==> src/rtl/rst_stretch_pkg.sv <==
// Package: shared types for the reset pulse stretcher.
// Assumes nothing beyond IEEE 1800-2017.
package rst_stretch_pkg;

    // Line control states, from most to least restrictive.
    typedef enum logic [1:0] {
        ST_UNLOCKED = 2'd0,  // loop not locked, line pulled low
        ST_HELD     = 2'd1,  // locked, request asserted, line pulled low
        ST_COUNT    = 2'd2,  // locked, request released, hold timer running
        ST_RELEASED = 2'd3   // hold expired, line high impedance
    } stretch_state_e;

endpackage

==> src/rtl/rst_stretch_sync.sv <==
// Module: multi-flop synchroniser for one asynchronous level.
// Assumes the input level is stable for at least STAGES clock periods
// when it matters. Resets synchronously to RST_VAL.
module rst_stretch_sync #(
    parameter int   STAGES  = 2,
    parameter logic RST_VAL = 1'b0
) (
    input  logic clk,
    input  logic rst_n,
    input  logic din,
    output logic dout
);

    generate
        if (STAGES < 2) begin : g_single
            logic q;

            // Single-flop capture for the reduced-depth variant.
            always_ff @(posedge clk) begin
                if (!rst_n) q <= RST_VAL;
                else        q <= din;
            end
            assign dout = q;
        end else begin : g_chain
            logic [STAGES-1:0] chain;

            // Shift the sampled level through the flop chain.
            always_ff @(posedge clk) begin
                if (!rst_n) chain <= {STAGES{RST_VAL}};
                else        chain <= {chain[STAGES-2:0], din};
            end
            assign dout = chain[STAGES-1];
        end
    endgenerate

endmodule

==> src/rtl/rst_stretch_timer.sv <==
// Module: hold-interval counter.
// Counts clock edges while run is high and flags the last cycle of the
// interval with done. Any cycle with run low clears the count to zero.
// Assumes HOLD_CYCLES >= 2.
module rst_stretch_timer #(
    parameter int HOLD_CYCLES = 1024,
    localparam int CW = (HOLD_CYCLES > 2) ? $clog2(HOLD_CYCLES) : 1
) (
    input  logic          clk,
    input  logic          rst_n,
    input  logic          run,
    output logic [CW-1:0] cnt,
    output logic          done
);

    localparam logic [CW-1:0] LAST = CW'(HOLD_CYCLES - 1);

    // The final counted cycle of the hold interval.
    assign done = run && (cnt == LAST);

    // Advance while running; wrap to zero on done or when idle.
    always_ff @(posedge clk) begin
        if (!rst_n)            cnt <= '0;
        else if (!run || done) cnt <= '0;
        else                   cnt <= cnt + 1'b1;
    end

    // the count never passes the last cycle of the interval.
    p_cnt_range_r3: assert property (@(posedge clk) disable iff (!rst_n)
        cnt <= LAST);

    // an interrupted run starts the next interval from zero.
    p_restart_zero_r6: assert property (@(posedge clk) disable iff (!rst_n)
        !run |=> cnt == '0);

endmodule

==> src/rtl/rst_stretch_ctrl.sv <==
// Module: line control state machine.
// Works on the synchronised lock status and request. It decides whether
// the open-drain line is pulled low, and it gates the hold timer.
// Assumes both inputs are already synchronous to clk.
module rst_stretch_ctrl
    import rst_stretch_pkg::*;
#(
    parameter int HOLD_CYCLES = 1024,
    localparam int CW = (HOLD_CYCLES > 2) ? $clog2(HOLD_CYCLES) : 1
) (
    input  logic          clk,
    input  logic          rst_n,
    input  logic          locked,
    input  logic          req_idle,
    input  logic [CW-1:0] cnt,
    input  logic          done,
    output logic          run,
    output logic          pull_low
);

    stretch_state_e state, state_nx;

    // The timer runs only in the counting state with lock held and no request.
    assign run = (state == ST_COUNT) && locked && req_idle;

    // Next-state selection. Loss of lock overrides everything else.
    always_comb begin
        state_nx = state;
        if (!locked) begin
            state_nx = ST_UNLOCKED;
        end else begin
            unique case (state)
                ST_UNLOCKED: state_nx = req_idle ? ST_COUNT : ST_HELD;
                ST_HELD:     state_nx = req_idle ? ST_COUNT : ST_HELD;
                ST_COUNT: begin
                    if (!req_idle) state_nx = ST_HELD;
                    else if (done) state_nx = ST_RELEASED;
                end
                ST_RELEASED: state_nx = req_idle ? ST_RELEASED : ST_HELD;
                default:     state_nx = ST_UNLOCKED;
            endcase
        end
    end

    // State register with synchronous power-on reset.
    always_ff @(posedge clk) begin
        if (!rst_n) state <= ST_UNLOCKED;
        else        state <= state_nx;
    end

    // The line is released only once the full hold interval has expired.
    assign pull_low = (state != ST_RELEASED);

    // an unlocked loop always leads to a pulled-low line.
    p_unlocked_low_r2: assert property (@(posedge clk) disable iff (!rst_n)
        !locked |=> pull_low);

    // an active request keeps the line low.
    p_req_holds_r4: assert property (@(posedge clk) disable iff (!rst_n)
        (locked && !req_idle) |=> (state == ST_HELD));

    // the line is released only from the final counted cycle.
    p_release_full_r3: assert property (@(posedge clk) disable iff (!rst_n)
        ((state != ST_RELEASED) && !done) |=> pull_low);

    // lock loss clears the hold count.
    p_lockloss_clear_r7: assert property (@(posedge clk) disable iff (!rst_n)
        !locked |=> (cnt == '0));

endmodule

==> src/rtl/rst_stretch_top.sv <==
// Module: lock-qualified reset pulse stretcher, top level.
// Synchronises the lock status and the request, runs the control FSM and
// the hold timer, and presents an open-drain style output: a low-active
// pull-down request plus an output enable. The line is never driven high.
// Assumes clk keeps running through reset and request pulses last at
// least SYNC_STAGES clock periods.
module rst_stretch_top #(
    parameter int HOLD_CYCLES = 1024,
    parameter int SYNC_STAGES = 2
) (
    input  logic clk,
    input  logic rst_n,
    input  logic lock_in,
    input  logic req_n,
    output logic line_drive_n,
    output logic line_oe
);

    localparam int CW = (HOLD_CYCLES > 2) ? $clog2(HOLD_CYCLES) : 1;

    logic          locked;
    logic          req_idle;
    logic          run;
    logic          done;
    logic          pull_low;
    logic [CW-1:0] cnt;

    rst_stretch_sync #(.STAGES(SYNC_STAGES), .RST_VAL(1'b0)) u_lock_sync (
        .clk(clk), .rst_n(rst_n), .din(lock_in), .dout(locked)
    );

    rst_stretch_sync #(.STAGES(SYNC_STAGES), .RST_VAL(1'b0)) u_req_sync (
        .clk(clk), .rst_n(rst_n), .din(req_n), .dout(req_idle)
    );

    rst_stretch_timer #(.HOLD_CYCLES(HOLD_CYCLES)) u_timer (
        .clk(clk), .rst_n(rst_n), .run(run), .cnt(cnt), .done(done)
    );

    rst_stretch_ctrl #(.HOLD_CYCLES(HOLD_CYCLES)) u_ctrl (
        .clk(clk), .rst_n(rst_n), .locked(locked), .req_idle(req_idle),
        .cnt(cnt), .done(done), .run(run), .pull_low(pull_low)
    );

    // Open-drain presentation: enable the driver only to pull low.
    assign line_oe      = pull_low;
    assign line_drive_n = ~pull_low;

    // the two driver controls never disagree.
    p_driver_pair_r1: assert property (@(posedge clk)
        line_oe != line_drive_n);

endmodule

==> config.mk <==
export PLATFORM = sky130hd
export DESIGN_NAME = rst_stretch_top
export DESIGN_NICKNAME = d
export VERILOG_FILES = /design/src/rtl/rst_stretch_pkg.sv /design/src/rtl/rst_stretch_sync.sv /design/src/rtl/rst_stretch_timer.sv /design/src/rtl/rst_stretch_ctrl.sv /design/src/rtl/rst_stretch_top.sv
export SDC_FILE = /design/constraint.sdc
export NUM_CORES = 1
export LEC_CHECK = 0
export ABC_AREA = 0
export BUFFER_PORTS_ARGS = -buffer_cell sky130_fd_sc_hd__buf_2
export CAP_MARGIN = 20
export CORE_AREA = 2 2 39 41
export DETAILED_ROUTE_END_ITERATION = 10
export DIE_AREA = 0 0 41 43
export GPL_TIMING_DRIVEN = 0
export PLACE_DENSITY = 0.75
export RECOVER_POWER = 100
export REMOVE_ABC_BUFFERS = 1
export SLEW_MARGIN = 10
export SYNTH_ARGS = -nofsm -noshare
export SYNTH_HDL_FRONTEND = slang
export SYNTH_SLANG_ARGS = --single-unit
==> constraint.sdc <==
create_clock -name clk -period 2.93 [get_ports clk]
set_input_delay 0.1465 -clock clk [delete_from_list [all_inputs] [get_ports clk]]
set_output_delay 0.1465 -clock clk [all_outputs]
set_load 0.01 [all_outputs]
# After elaboration in Yosys (flattened, before gate mapping)
# Cells that the tools add are included.
word_totals:
  elab_cells: 27
  reg_bits: 16
  inputBits: 4
op_classes:
  n_reduce_logical: 9
  muxes: 5
  addsub: 1
  n_bitwise: 2
  n_eq_ne: 6
ops:
  columns: ["op", "n"]
  rows:
  - ["10-bit by 1-bit adder with 10-bit output, second input constant", 1]
  - ["10-bit == test, second input constant", 1]
  - ["2-bit 2-to-1 mux", 4]
  - ["2-bit case mux with 3 select lines", 1]
  - ["2-bit == test, second input constant", 2]
  - ["2-bit OR reduction", 2]
  - ["1-bit logical AND", 3]
  - ["3-bit inequality test, second input constant", 1]
  - ["2-bit by 1-bit == test with 1-bit output, second input constant", 1]
  - ["2-bit logical NOT", 1]
  - ["2-bit inequality test, second input constant", 1]
  - ["1-bit NOT", 2]
  - ["2-bit AND reduction", 1]
  - ["1-bit logical NOT", 1]
  - ["1-bit logical OR", 1]

# Logic depth before layout (Yosys ltp)
logic_depth:
  depth_word: 7
  ltp_mapped: 4
  ltp_nobuf: 4

# Cells and area by module
# From an unflattened synthesis, not the netlist that was laid out.
unflattened:
  cells_unflattened: 69
  hier_area_um2: 626.9
modules_own_cells:
  columns: ["module", "area_per_inst_um2", "n_inst", "cells_each", "seq_area_each_um2"]
  rows:
  - ["rst_stretch_timer", 444.2, 1, 52, 200.2]
  - ["rst_stretch_sync", 52.6, 2, 4, 40.0]
  - ["rst_stretch_ctrl", 73.8, 1, 8, 40.0]
  - ["rst_stretch_top", 3.8, 1, 1, 0.0]

# Worst setup path after synthesis
# Ideal clock, no wire load.
synth_timing:
  path_kind: "flip-flop to flip-flop"
  start: "register u_timer.cnt[0]"
  end: "register u_timer.cnt[6]"
  slack_ns: 1.607
  synth_period_minus_slack_ns: 1.323
  path_stages_with_launch: 5
  t_arrival_ns: 1.248
  required_ns: 2.855
  path_buffers: 0
  cell_sequence: "dfxtp_1 > ha_1 > inv_1 > or3_2 > a21oi_1"
synth_via:
  elab_chain_len: 4
  elab_cells_between_ends: 5
  cone_classes: "add/sub (1); eq/ne (1); reduce/logical (3)"
synth_lines:
  columns: ["element", "line", "rtl"]
  rows:
  - ["start: declaration", "rst_stretch_timer.sv:12", "output logic [CW-1:0] cnt,"]
  - ["start signal: assignment", "rst_stretch_timer.sv:25", "else cnt <= cnt + 1'b1;"]
  - ["parallel branches: the longest is 4 deep, another holds 10-bit by 1-bit adder with 10-bit output", null, null]
# Parallel ways; which one is timed is not known.
# A chain may end at the register's enable or synchronous reset.

# Final worst setup path
layout_timing:
  start: "register u_timer.cnt[0]"
  end: "register u_ctrl.state[0]"
layout_via:
  elab_chain_len: 3
layout_lines:
  columns: ["element", "line", "rtl"]
  rows:
  - ["10-bit == test", "rst_stretch_timer.sv:19", "assign done = run && (cnt == LAST);"]
  - ["1-bit logical AND", "rst_stretch_timer.sv:19", null]
  - ["3-bit inequality test (no line)", null, null]
  - ["end signal: assignment", "rst_stretch_ctrl.sv:48", "else state <= state_nx;"]
  - ["end: declaration", "rst_stretch_ctrl.sv:21", "stretch_state_e state, state_nx;"]
# No other way between the ends.

==> results.toml <==
[global_route]
grt_max_degree = 11
grt_pass1_wl_mm = 1.966
groute.usage.overall_pct = 16.57
grt_overflow = 0
antenna_found_initial = 0
grt_pass1_vias = 492

[logic_synthesis]
syn-instance-count = 62
synth-seq-cells = 16
synth_xor_area_share_pct = 4.150
avgSynthCellArea_um2 = 10.21
ys.warnings.count = 0
ys_top_cells_by_area = "dfxtp_1 51%, nand3_1 4.7%, and2_1 4.0%"
synth.distinct_cells = 23
ys_seq_area_share_pct = 50.59
yosys.area_share.simple_pct = 30.04
synth.area.mux_share_pct = 0
yosys.area.top_type = "dfxtp_1"
synth_fa_ha_area_share_pct = 1.976
synth_top_area_share_pct = 50.59
syn_area_um2 = 633.1
synth_top_family_by_area = "simple AND/OR/NAND/NOR gates"
synth_compound_area_share_pct = 11.46

[worst_setup_path]
worstRegToRegCells = 4
cp.required_ns = 3.16
cp_max_fo = 6
arrival_ns = 2.24
critPathKind = "flop to flop"
slowest_delay_ns = 0.88
cp-end-kind = "flop"
cpMaxStageDelayCell = "nor4_1"
path_cells = "ha_1 -> inv_1 -> nor4_1 -> o2111a_1"
worstSetupStartpointType = "flop"

[sta]
finClkSkew_ns = 0.002622
worst_pin_slew_ns = 1.038
fmax_ghz = 0.4977
finalHoldViolations = 0
slew_headroom_pct = 30.18
fin_tns_setup_ns = 0
fin_crit_sh_pct = 68.58
finalCriticalPeriod_ns = 2.009
slew_violations = 0
setup_violations = 0
rsz0062_at_grt = "false"
fin_ws_ns = 0.9207

[detailed_routing]
drtAntennaViolNets = 0
wirelength_mm = 1.122
via_per_inst = 5.384
wire_per_inst_um = 13.05
drt_iter0_drc = 6
drc = 0
first_pass_iters = 4
dr_total_vias = 463

[clock_tree]
clock_path_buffers = 2
post_cts_buffers = 0
cts_sinks = 16
postCtsHoldBufs = 0
cts-buffers-inserted = 3
cts_tree = "built"
cts_root_buffer = "clkbuf_4"
htreeDepth = 1
insertion_delay_ns = 0.28
clkTransAtPathRegs_ns = 0.08
cts_resized = 0

[die]
start_util_pct = 45.75
core_um2 = 1384
die_width_um = 41
ioPinCount = 6
core.rowCount = 14
dieArea_um2 = 1763
die_h_um = 43

[place]
dp_worst_setup_slack_ns = 1.413
dp_hpwl_um = 791.7
port_buffers = 5
gp_congestion = 0.7143

[power]
ir_drop_mv = 0.3397
power_uw = 337.8
power_density_nw_per_um2 = 495.4
leakagePower_uw = 0.0002305

[hold_path]
hold_class = "input pin to flop"
hold_depth = 2

[cells_and_area]
area_growth_pct = 7.708
nets = 77
diodes = 0
fillCellCount = 133
final_layout_size_suffix_gt1_share_pct = 11.43

[run]
cap_viol_max_count = 0

[outcome]
status = "completed"
==> final timing paths <==
path                                                              from                                     end  slack [ns]
worst min register to register  u_req_sync.g_chain.chain[0]$_SDFF_PN0_  u_req_sync.g_chain.chain[1]$_SDFF_PN0_        0.44
worst max-delay path                         u_timer.cnt[0]$_SDFF_PP0_            u_ctrl.state[0]$_SDFFE_PN0P_        0.92
worst max register to register               u_timer.cnt[0]$_SDFF_PP0_            u_ctrl.state[0]$_SDFFE_PN0P_        0.92
worst min-delay path                                             req_n  u_req_sync.g_chain.chain[0]$_SDFF_PN0_        0.07
==> cell usage in the layout, fill, tap and decap left out, types with 2 or more instances in the layout <==
cell type and count:
dfxtp_1 16, nand3_1 6, o21ai_0 4, inv_1 3, or3_1 3, a211oi_1 3
clkbuf_4 3, clkbuf_1 3, nand2_1 2, nor3_1 2, and2_1 2, nand2b_1 2
or3_2 2, a21oi_1 2, and2_0 2, xor2_1 2, nor2_1 2, buf_2 2
==> flip-flops by register name, indices dropped and copies added (netlist names) <==
name	count
u_req_sync.g_chain.chain	2
u_lock_sync.g_chain.chain	2
u_ctrl.state	2
u_timer.cnt	10
==> cell usage after synthesis <==
library cell  instances
a211oi_1              3
nor4_4                1
o2111a_1              1
and2_1                4
or3_1                 3
a2111oi_0             1
nand3_1               6
nor3_1                2
nor3b_1               1
xor2_1                2
xnor2_1               1
nand4_4               1
dfxtp_1              16
o21ai_0               4
nor2_1                2
ha_1                  1
inv_1                 3
nand2_1               2
nand2b_1              2
a21oi_1               2
nand3b_1              1
or3_2                 2
and3_1                1
==> cells by family after synthesis <==
logic type | count (synthesis)
xor gates and xnor gates | 3
and+or+nand+nor | 28
AOI/OAI and AO/OA | 11
buffers and inverters | 3
adders and majority gates | 1
DFF | 16
==> layer usage <==
metal	vias up	track usage (%)	routed length [um]
met3	2	3.141	60
met1	208	19.73	486
met5	-	0	0
met4	0	8.000	19
li1	241	-	-
met2	12	26.88	556
==> through the flow <==
step / cells / hold slack [ns] / instance area (um2) / util (%)
floorplan: 62 / 0.2682 / 633.1 / -
global placement: 83 / 0.3563 / 678.2 / 49.01
detailed placement: 83 / 0.3573 / 678.2 / 49.01
CTS: 86 / 0.06628 / 700.7 / 50.63
global route: 86 / 0.06251 / 681.9 / 49.28
finish: 86 / 0.06651 / 681.9 / 49.28
==> where the power goes <==
group | leakage [uW] | internal (uW) | switching [uW]
logic | 0.0000869 | 3.05 | 1.94
registers | 0.000130 | 220 | 1.13
clock network | 0.0000138 | 47.7 | 63.7
==> final cells by class <==
type                       instances  area, um2  area share [%]
clock buffer                       3      22.52           3.303
inverter                           3      11.26           1.651
multi-input combinational         43      286.5           42.02
sequential                        16      320.3           46.97
tap                               16      20.02           2.936
timing repair buffer               5      21.27           3.119
==> critical path, delay by kind of cell, from the launching register on <==
family,cells,cell delay (ns)
and+or+nand+nor,1,0.88
AOI/OAI and AO/OA,1,0.27
DFF,1,0.41
adders and majority gates,1,0.28
buffers and inverters,1,0.11
Note: power is estimated with default switching activity, not from simulation.
